**src/rtl/errcnt_pkg.sv**
```systemverilog
package errcnt_pkg;
  typedef enum logic {
    CLR_BY_PATTERN = 1'b0,
    CLR_BY_READ    = 1'b1
  } clr_mode_e;

  localparam int unsigned DEF_CNT_W  = 16;
  localparam int unsigned DEF_DATA_W = 32;
  localparam int unsigned DEF_ADDR_W = 8;
endpackage

```
**src/rtl/errcnt_access_decode.sv**
```systemverilog
module errcnt_access_decode
  import errcnt_pkg::*;
#(
  parameter int unsigned ADDR_W = DEF_ADDR_W,
  parameter int unsigned DATA_W = DEF_DATA_W,
  parameter logic [ADDR_W-1:0] REG_ADDR = '0,
  parameter logic [DATA_W-1:0] CLR_PATTERN = 32'h1111_1111
) (
  input  logic              clr_on_rd,
  input  logic [ADDR_W-1:0] bus_addr,
  input  logic              bus_rd,
  input  logic              bus_wr,
  input  logic [DATA_W-1:0] bus_wdata,
  output logic              rd_any,
  output logic              rd_hit,
  output logic              clr_req
);
  clr_mode_e mode;
  logic      hit;
  logic      pattern_ok;

  always_comb begin
    mode       = clr_mode_e'(clr_on_rd);
    hit        = (bus_addr == REG_ADDR);
    pattern_ok = (bus_wdata == CLR_PATTERN);
    rd_any     = bus_rd;
    rd_hit     = bus_rd && hit;
    clr_req    = 1'b0;
    unique case (mode)
      CLR_BY_READ:    clr_req = hit && bus_rd;
      CLR_BY_PATTERN: clr_req = hit && bus_wr && pattern_ok;
      default:        clr_req = 1'b0;
    endcase
  end
endmodule

```
**src/rtl/errcnt_sat_counter.sv**
```systemverilog
module errcnt_sat_counter
  import errcnt_pkg::*;
#(
  parameter int unsigned CNT_W = DEF_CNT_W
) (
  input  logic             clk,
  input  logic             rst_n,
  input  logic             inc,
  input  logic             clr,
  output logic [CNT_W-1:0] count
);
  localparam logic [CNT_W-1:0] CNT_MAX = {CNT_W{1'b1}};

  logic [CNT_W-1:0] count_q;
  logic             at_max;

  assign at_max = (count_q == CNT_MAX);

  always_ff @(posedge clk) begin
    if (!rst_n) begin
      count_q <= '0;
    end else if (clr) begin
      count_q <= '0;
    end else if (inc && !at_max) begin
      count_q <= count_q + 1'b1;
    end
  end

  assign count = count_q;
endmodule

```
**src/rtl/errcnt_rdata_reg.sv**
```systemverilog
module errcnt_rdata_reg
  import errcnt_pkg::*;
#(
  parameter int unsigned CNT_W  = DEF_CNT_W,
  parameter int unsigned DATA_W = DEF_DATA_W
) (
  input  logic              clk,
  input  logic              rst_n,
  input  logic              rd_any,
  input  logic              rd_hit,
  input  logic [CNT_W-1:0]  count,
  output logic [DATA_W-1:0] rdata
);
  localparam int unsigned PAD_W = DATA_W - CNT_W;

  logic [DATA_W-1:0] word;
  logic [DATA_W-1:0] rdata_q;

  generate
    if (PAD_W > 0) begin : g_pad
      assign word = {{PAD_W{1'b0}}, count};
    end else begin : g_nopad
      assign word = count[DATA_W-1:0];
    end
  endgenerate

  always_ff @(posedge clk) begin
    if (!rst_n) begin
      rdata_q <= '0;
    end else if (rd_any) begin
      rdata_q <= rd_hit ? word : '0;
    end
  end

  assign rdata = rdata_q;
endmodule

```
**src/rtl/errcnt_stat_reg.sv**
```systemverilog
module errcnt_stat_reg
  import errcnt_pkg::*;
#(
  parameter int unsigned CNT_W  = DEF_CNT_W,
  parameter int unsigned DATA_W = DEF_DATA_W,
  parameter int unsigned ADDR_W = DEF_ADDR_W,
  parameter logic [ADDR_W-1:0] REG_ADDR = '0,
  parameter logic [DATA_W-1:0] CLR_PATTERN = 32'h1111_1111
) (
  input  logic              clk,
  input  logic              rst_n,
  input  logic              clr_on_rd,
  input  logic              err_pulse,
  input  logic [ADDR_W-1:0] bus_addr,
  input  logic              bus_rd,
  input  logic              bus_wr,
  input  logic [DATA_W-1:0] bus_wdata,
  output logic [DATA_W-1:0] bus_rdata
);
  logic             rd_any;
  logic             rd_hit;
  logic             clr_req;
  logic [CNT_W-1:0] count_q;

  errcnt_access_decode #(
    .ADDR_W(ADDR_W), .DATA_W(DATA_W),
    .REG_ADDR(REG_ADDR), .CLR_PATTERN(CLR_PATTERN)
  ) u_dec (
    .clr_on_rd(clr_on_rd), .bus_addr(bus_addr), .bus_rd(bus_rd),
    .bus_wr(bus_wr), .bus_wdata(bus_wdata),
    .rd_any(rd_any), .rd_hit(rd_hit), .clr_req(clr_req)
  );

  errcnt_sat_counter #(.CNT_W(CNT_W)) u_cnt (
    .clk(clk), .rst_n(rst_n), .inc(err_pulse), .clr(clr_req), .count(count_q)
  );

  errcnt_rdata_reg #(.CNT_W(CNT_W), .DATA_W(DATA_W)) u_rd (
    .clk(clk), .rst_n(rst_n), .rd_any(rd_any), .rd_hit(rd_hit),
    .count(count_q), .rdata(bus_rdata)
  );
endmodule

```
**config.mk**
```make
export PLATFORM = sky130hd
export DESIGN_NAME = errcnt_stat_reg
export DESIGN_NICKNAME = d
export VERILOG_FILES = /design/src/rtl/errcnt_pkg.sv /design/src/rtl/errcnt_access_decode.sv /design/src/rtl/errcnt_sat_counter.sv /design/src/rtl/errcnt_rdata_reg.sv /design/src/rtl/errcnt_stat_reg.sv
export SDC_FILE = /design/constraint.sdc
export NUM_CORES = 1
export LEC_CHECK = 0
export BUFFER_PORTS_ARGS = -buffer_cell sky130_fd_sc_hd__buf_4
export CORE_MARGIN = 1.5
export CORE_UTILIZATION = 30
export DETAILED_ROUTE_END_ITERATION = 16
export GPL_ROUTABILITY_DRIVEN = 0
export PLACE_DENSITY = 0.62
export RECOVER_POWER = 50
export SYNTH_ARGS = -nofsm -noshare
export SYNTH_HDL_FRONTEND = slang
export SYNTH_SLANG_ARGS = --single-unit
```
**constraint.sdc**
```tcl
create_clock -name clk -period 2.3 [get_ports clk]
set_input_delay 0.345 -clock clk [delete_from_list [all_inputs] [get_ports clk]]
set_output_delay 0.345 -clock clk [all_outputs]
set_load 0.01 [all_outputs]
```
---- Word level (Yosys, flattened, before mapping) ----
Index checks and enable logic that the tools add are counted.
word-level totals
  output and inout port bits .............. 32
  register bits ........................... 48
  word-level logic and storage cells ...... 16
operators by class
  bitwise logic cells ..................... 2
  reduce and logical (&&, ||, !) cells .... 7
  eq/ne operators ......................... 2
  muxes and demuxes ....................... 2
  $add $sub $neg .......................... 1
operators with widths
  operator                                                            number
  32-bit by 29-bit == test with 1-bit output (second input constant)  1
  16-bit by 1-bit adder with 16-bit output (second input constant)    1
  16-bit == test (second input constant)                              1
  16-bit two-way mux                                                  1
  8-bit zero test                                                     1
  1-bit logical AND                                                   4
  1-bit NOT                                                           2
  1-bit one-hot mux with 2 select lines                               1
  2-bit OR reduction                                                  1
  1-bit zero test                                                     1

---- Longest topological paths before layout ----
  word-level depth ........................ 5
  gate-level depth with buffers ........... 6
  depth with buffers taken out ............ 6

---- By module ----
From an unflattened synthesis, not the netlist that was laid out.
second synthesis, totals
  cells, all modules ...................... 203
  area, all modules ....................... 1829.3 µm²
by module, submodules not included
  module                cells an instance  instances  area an instance (µm²)
  errcnt_sat_counter    96                 1          854.6
  errcnt_rdata_reg      89                 1          803.3
  errcnt_access_decode  18                 1          171.4

---- Worst setup path after synthesis ----
Ideal clock, no wire load.
  path type ............................... input port to flip-flop
  start point ............................. in bus_addr[1]
  end point ............................... reg u_cnt.count_q[9], in the netlist u_cnt.count[9]
  arrival ................................. 1.821 ns
  setup slack ............................. 0.364 ns
  buffers on the path ..................... 1
  library setup time ...................... 0.115 ns
  stages .................................. 5
  cells stage by stage .................... or4_1 > or4_4 > o21ai_4 > buf_6 > nor2_1
between the ends
  cells in the longest elaborated chain, start to end .. 5
  elaborated cells on any way between the ends .. 6
  those cells by class .................... mux (1); reduce/logical (5)
RTL lines
  element                                  RTL line                    text
  start, declared                          errcnt_stat_reg.sv:14       input logic [ADDR_W-1:0] bus_addr,
  8-bit zero test *                        errcnt_access_decode.sv:24  hit = (bus_addr == REG_ADDR);
  1-bit logical AND (2 in a row)           errcnt_access_decode.sv:31  CLR_BY_PATTERN: clr_req = hit && bus_wr && pattern_ok;
  1-bit one-hot mux with 2 select lines *  errcnt_access_decode.sv:29  unique case (mode)
  2-bit OR reduction (no source line) *    -
  end signal, assigned                     errcnt_sat_counter.sv:25    count_q <= count_q + 1'b1;
  end, declared                            errcnt_sat_counter.sv:14    logic [CNT_W-1:0] count_q;
Mark *: on every way between the ends. The rest lies on a longest branch, timed or not.
A chain may end at the register's enable or synchronous reset.

---- Worst setup path in the final report ----
  start point ............................. reg u_cnt.count_q[0], in the netlist u_cnt.count[0]
  end point ............................... reg u_cnt.count_q[0], in the netlist u_cnt.count[0]
between the ends
  cells in the longest elaborated chain, start to end .. 3
  elaborated cells on any way between the ends .. 4
  those cells by class .................... add/sub (1); eq/ne (1); reduce/logical (2)
RTL lines
  element
  branches (longest 3 deep; another with 16-bit by 1-bit adder with 16-bit output)
Several ways; the timed one is not identified.

==> impl_metrics.csv <==
group,metric,value,unit
status,outcome,"complete, no violations",
global_route,grt_overflow_total,0,
detailed_routing,routed_wl,3868,µm
detailed_routing,drt_iter0_drc,118,
hold_path,min_path_cells,3,
global_route,antenna_found_initial,0,
job,maxCapViolations,0,
finish,finish.net_count,291,
setup_path,crit_type,"flip-flop to flip-flop",
detailed_routing,dr.pass1.iters,4,
global_route,grt.total_usage,0.1432,
cts,htreeDepth,2,
cts,ctsHoldBuffers,0,
cts,ctsResizeCount,0,
cts,tritoncts,"done",
global_route,use_met2,0.2313,
logic_synthesis,ys_ff_latch,32,
power,p_leak,0.0007689,µW
setup_path,startpoint,"u_cnt.count[0]",
logic_synthesis,syn_inst,177,
hold_path,hp-class,"input pin to flip-flop",
sta,fmax,485.0,MHz
placed_design,io_buffer_count,61,
detailed_routing,drc,0,
finish,drive_above_1_share,0.2490,
setup_path,cp_slowest_cell,"or4_1",
cts,clkTransAtPathRegs,60,ps
logic_synthesis,synth.area.top_cells,"dfxtp_1 (39%), a22oi_1 (7.4%), buf_4 (7.4%)",
cts,numCtsBuffers,5,
sta,rsz0062_at_grt,"no",
power,finalPower,1196,µW
setup_path,critPathMaxStageDelay,610,ps
setup_path,crit_required,2480,ps
hold_path,hold_start,"err_pulse",
setup_path,timing.rr.start,"u_cnt.count[0]",
cts,cts_sinks,32,
floorplanning,die_h,76.64,µm
detailed_routing,vias,1453,
global_route,grt_use_met3,0.05030,
sta,hold_ws,371.3,ps
sta,slew_violations,0,
global_route,first_global_vias,1437,
power,power_density,553.3,mW/mm²
sta,clock_skew,6.356,ps
logic_synthesis,yosys_warnings,0,
logic_synthesis,yosysTopAreaCell,"dfxtp_1",
logic_synthesis,yosysMostFrequentCell,"dfxtp_1",
sta,fin_crit,2062,ps
sta,relSlewSlack,0.4993,
power,ir_drop,0.1894,mV
global_route,grt-busiest-layer,"met2",
logic_synthesis,synth_cell_type_count,44,
cts,post_cts_buffers,0,
placed_design,post-place-ws,259.9,ps
sta,hold_viol_final,0,
floorplanning,die_area,0.005873,mm²
global_route,grt_pass1_wl,6665,µm
setup_path,reg2reg_depth,6,
logic_synthesis,synth-async-reset-ratio,0,
finish,fin_util,0.4180,
floorplanning,ios,78,
logic_synthesis,ys_seq_area_frac,0.3938,
setup_path,startpoint_type,"flip-flop",
finish,syn_to_final_growth,32.92,%
sta,worst_slack,238.0,ps
floorplanning,start_util,0.3145,
sta,tns,0,ps
logic_synthesis,avgSynthCellArea,9.190,µm²
global_route,grt_max_degree,18,
finish,n_antenna_cell,0,
logic_synthesis,synth_area,0.001627,mm²
cts,clk_latency,290,ps
floorplanning,die_width,76.64,µm
cts,clock-root-buffer,"clkbuf_8",
detailed_routing,via_per_inst,4.613,
global_route,met1_usage,0.1724,
setup_path,r2r-end,"u_cnt.count[0]",
logic_synthesis,synth_edf_count,0,
setup_path,critPathMaxFanout,5,
sta,fin_crit_sh,0.8965,
detailed_routing,wl_per_cell,12.28,µm
setup_path,r2r_slack,240,ps
logic_synthesis,synth_flop_cell,"dfxtp_1",
floorplanning,rows,26,
hold_path,min_to,"u_cnt.count[1]",
setup_path,crit_chain,"ha_1 > nand4_1 > or4_1 > o21ai_0 > xor2_1 > nor2_1",
detailed_routing,ant_nets,0,
logic_synthesis,synth_common_cells,"dfxtp_1 (32), a22oi_1 (16), buf_4 (16), nor2b_1 (16), nor2_1 (15)",
sta,tightestPinTransition,751.1,ps
setup_path,critPathCaptureType,"flip-flop",
cts,cts.path.max_buffers,2,
logic_synthesis,synth_top_area_frac,0.3938,
placed_design,dpl.hpwl,2918,µm
setup_path,arrival,2250,ps
floorplanning,core_area,0.005172,mm²
sta,final-setup-viol-count,0,
==> metrics by stage <==
| step | instance area [µm²] | instances |
|---|---|---|
| finish | 2162 | 315 |
| global route | 2162 | 315 |
| CTS | 2235 | 315 |
| detailed placement | 2127 | 307 |
| global placement | 2127 | 307 |
| floorplan | 1683 | 192 |
==> layout by cell type (no fill, tap or decap), types with 2 or more instances in the layout <==
cell      synthesis  routed
nand3_1           5       5
nor3_1            2       3
conb_1            1      16
or3_1             2       2
nor2b_1          16      16
nand2_1           9       9
nor4b_1           7       7
nand4_1           4       4
clkbuf_8          0       5
a22oi_1          16      16
dfxtp_1          32      32
and3_1            2       2
a21oi_1           6       6
clkbuf_1          2      18
nor4_1            2       2
xnor2_1           6       6
o21ai_0           2       2
nand3_2           2       2
xor2_1            4       4
or4_1             2       3
buf_4            16      46
nor2_1           15      15
==> final cells by class <==
type                            instances  area [µm²]
Multi-Input combinational cell        138       882.1
Clock inverter                          2       35.03
Clock buffer                            6       72.57
Inverter                                2       7.507
Fill cell                             543        3010
Timing Repair Buffer                   65       436.7
Sequential cell                        32       640.6
Tap cell                               70       87.58
==> worst max-delay path by stage <==
stage	to	slack, ps
after floorplan	u_cnt.count[9]	360
after global placement	u_cnt.count[0]	260
after detailed placement	u_cnt.count[5]	260
after CTS	u_cnt.count[0]	230
after global routing	u_cnt.count[0]	150
final	u_cnt.count[0]	240
==> worst max-delay path, delay by kind of cell, from the launching register on <==
| family | cells | cell delay (ps) |
|---|---|---|
| and+or+nand+nor | 3 | 840 |
| DFF | 1 | 410 |
| AOI/OAI and AO/OA | 1 | 300 |
| adders and majority gates | 1 | 220 |
| xor gates and xnor gates | 1 | 180 |
==> state kept, by name (all words and copies together) (netlist names) <==
signal	cells
u_cnt.count	16
u_rd.rdata	16
==> report_power, final <==
part           total (µW)  internal [µW]  switching [µW]
Combinational         109           66.0            43.3
Clock                 524            321             203
Sequential            563            558            4.91
Total                1200            945             252
==> kinds of logic after synthesis <==
logic type,count (synthesis),synth area share
AND/OR/NAND/NOR,76,0.2854
AO/OA/AOI/OAI,34,0.1577
flip-flops,32,0.3938
buffers and inverters,22,0.09307
XOR/XNOR,10,0.05384
adder cells (fa/ha/maj),1,0.007691
other,1,0.002305
multiplexers,1,0.006154
==> per-layer routing <==
metal | up-vias | routed length, µm
met1 | 654 | 1792
met4 | 0 | 91
li1 | 757 | -
met5 | - | 0
met2 | 32 | 1769
met3 | 10 | 214
Note: power is estimated with default switching activity, not from simulation.
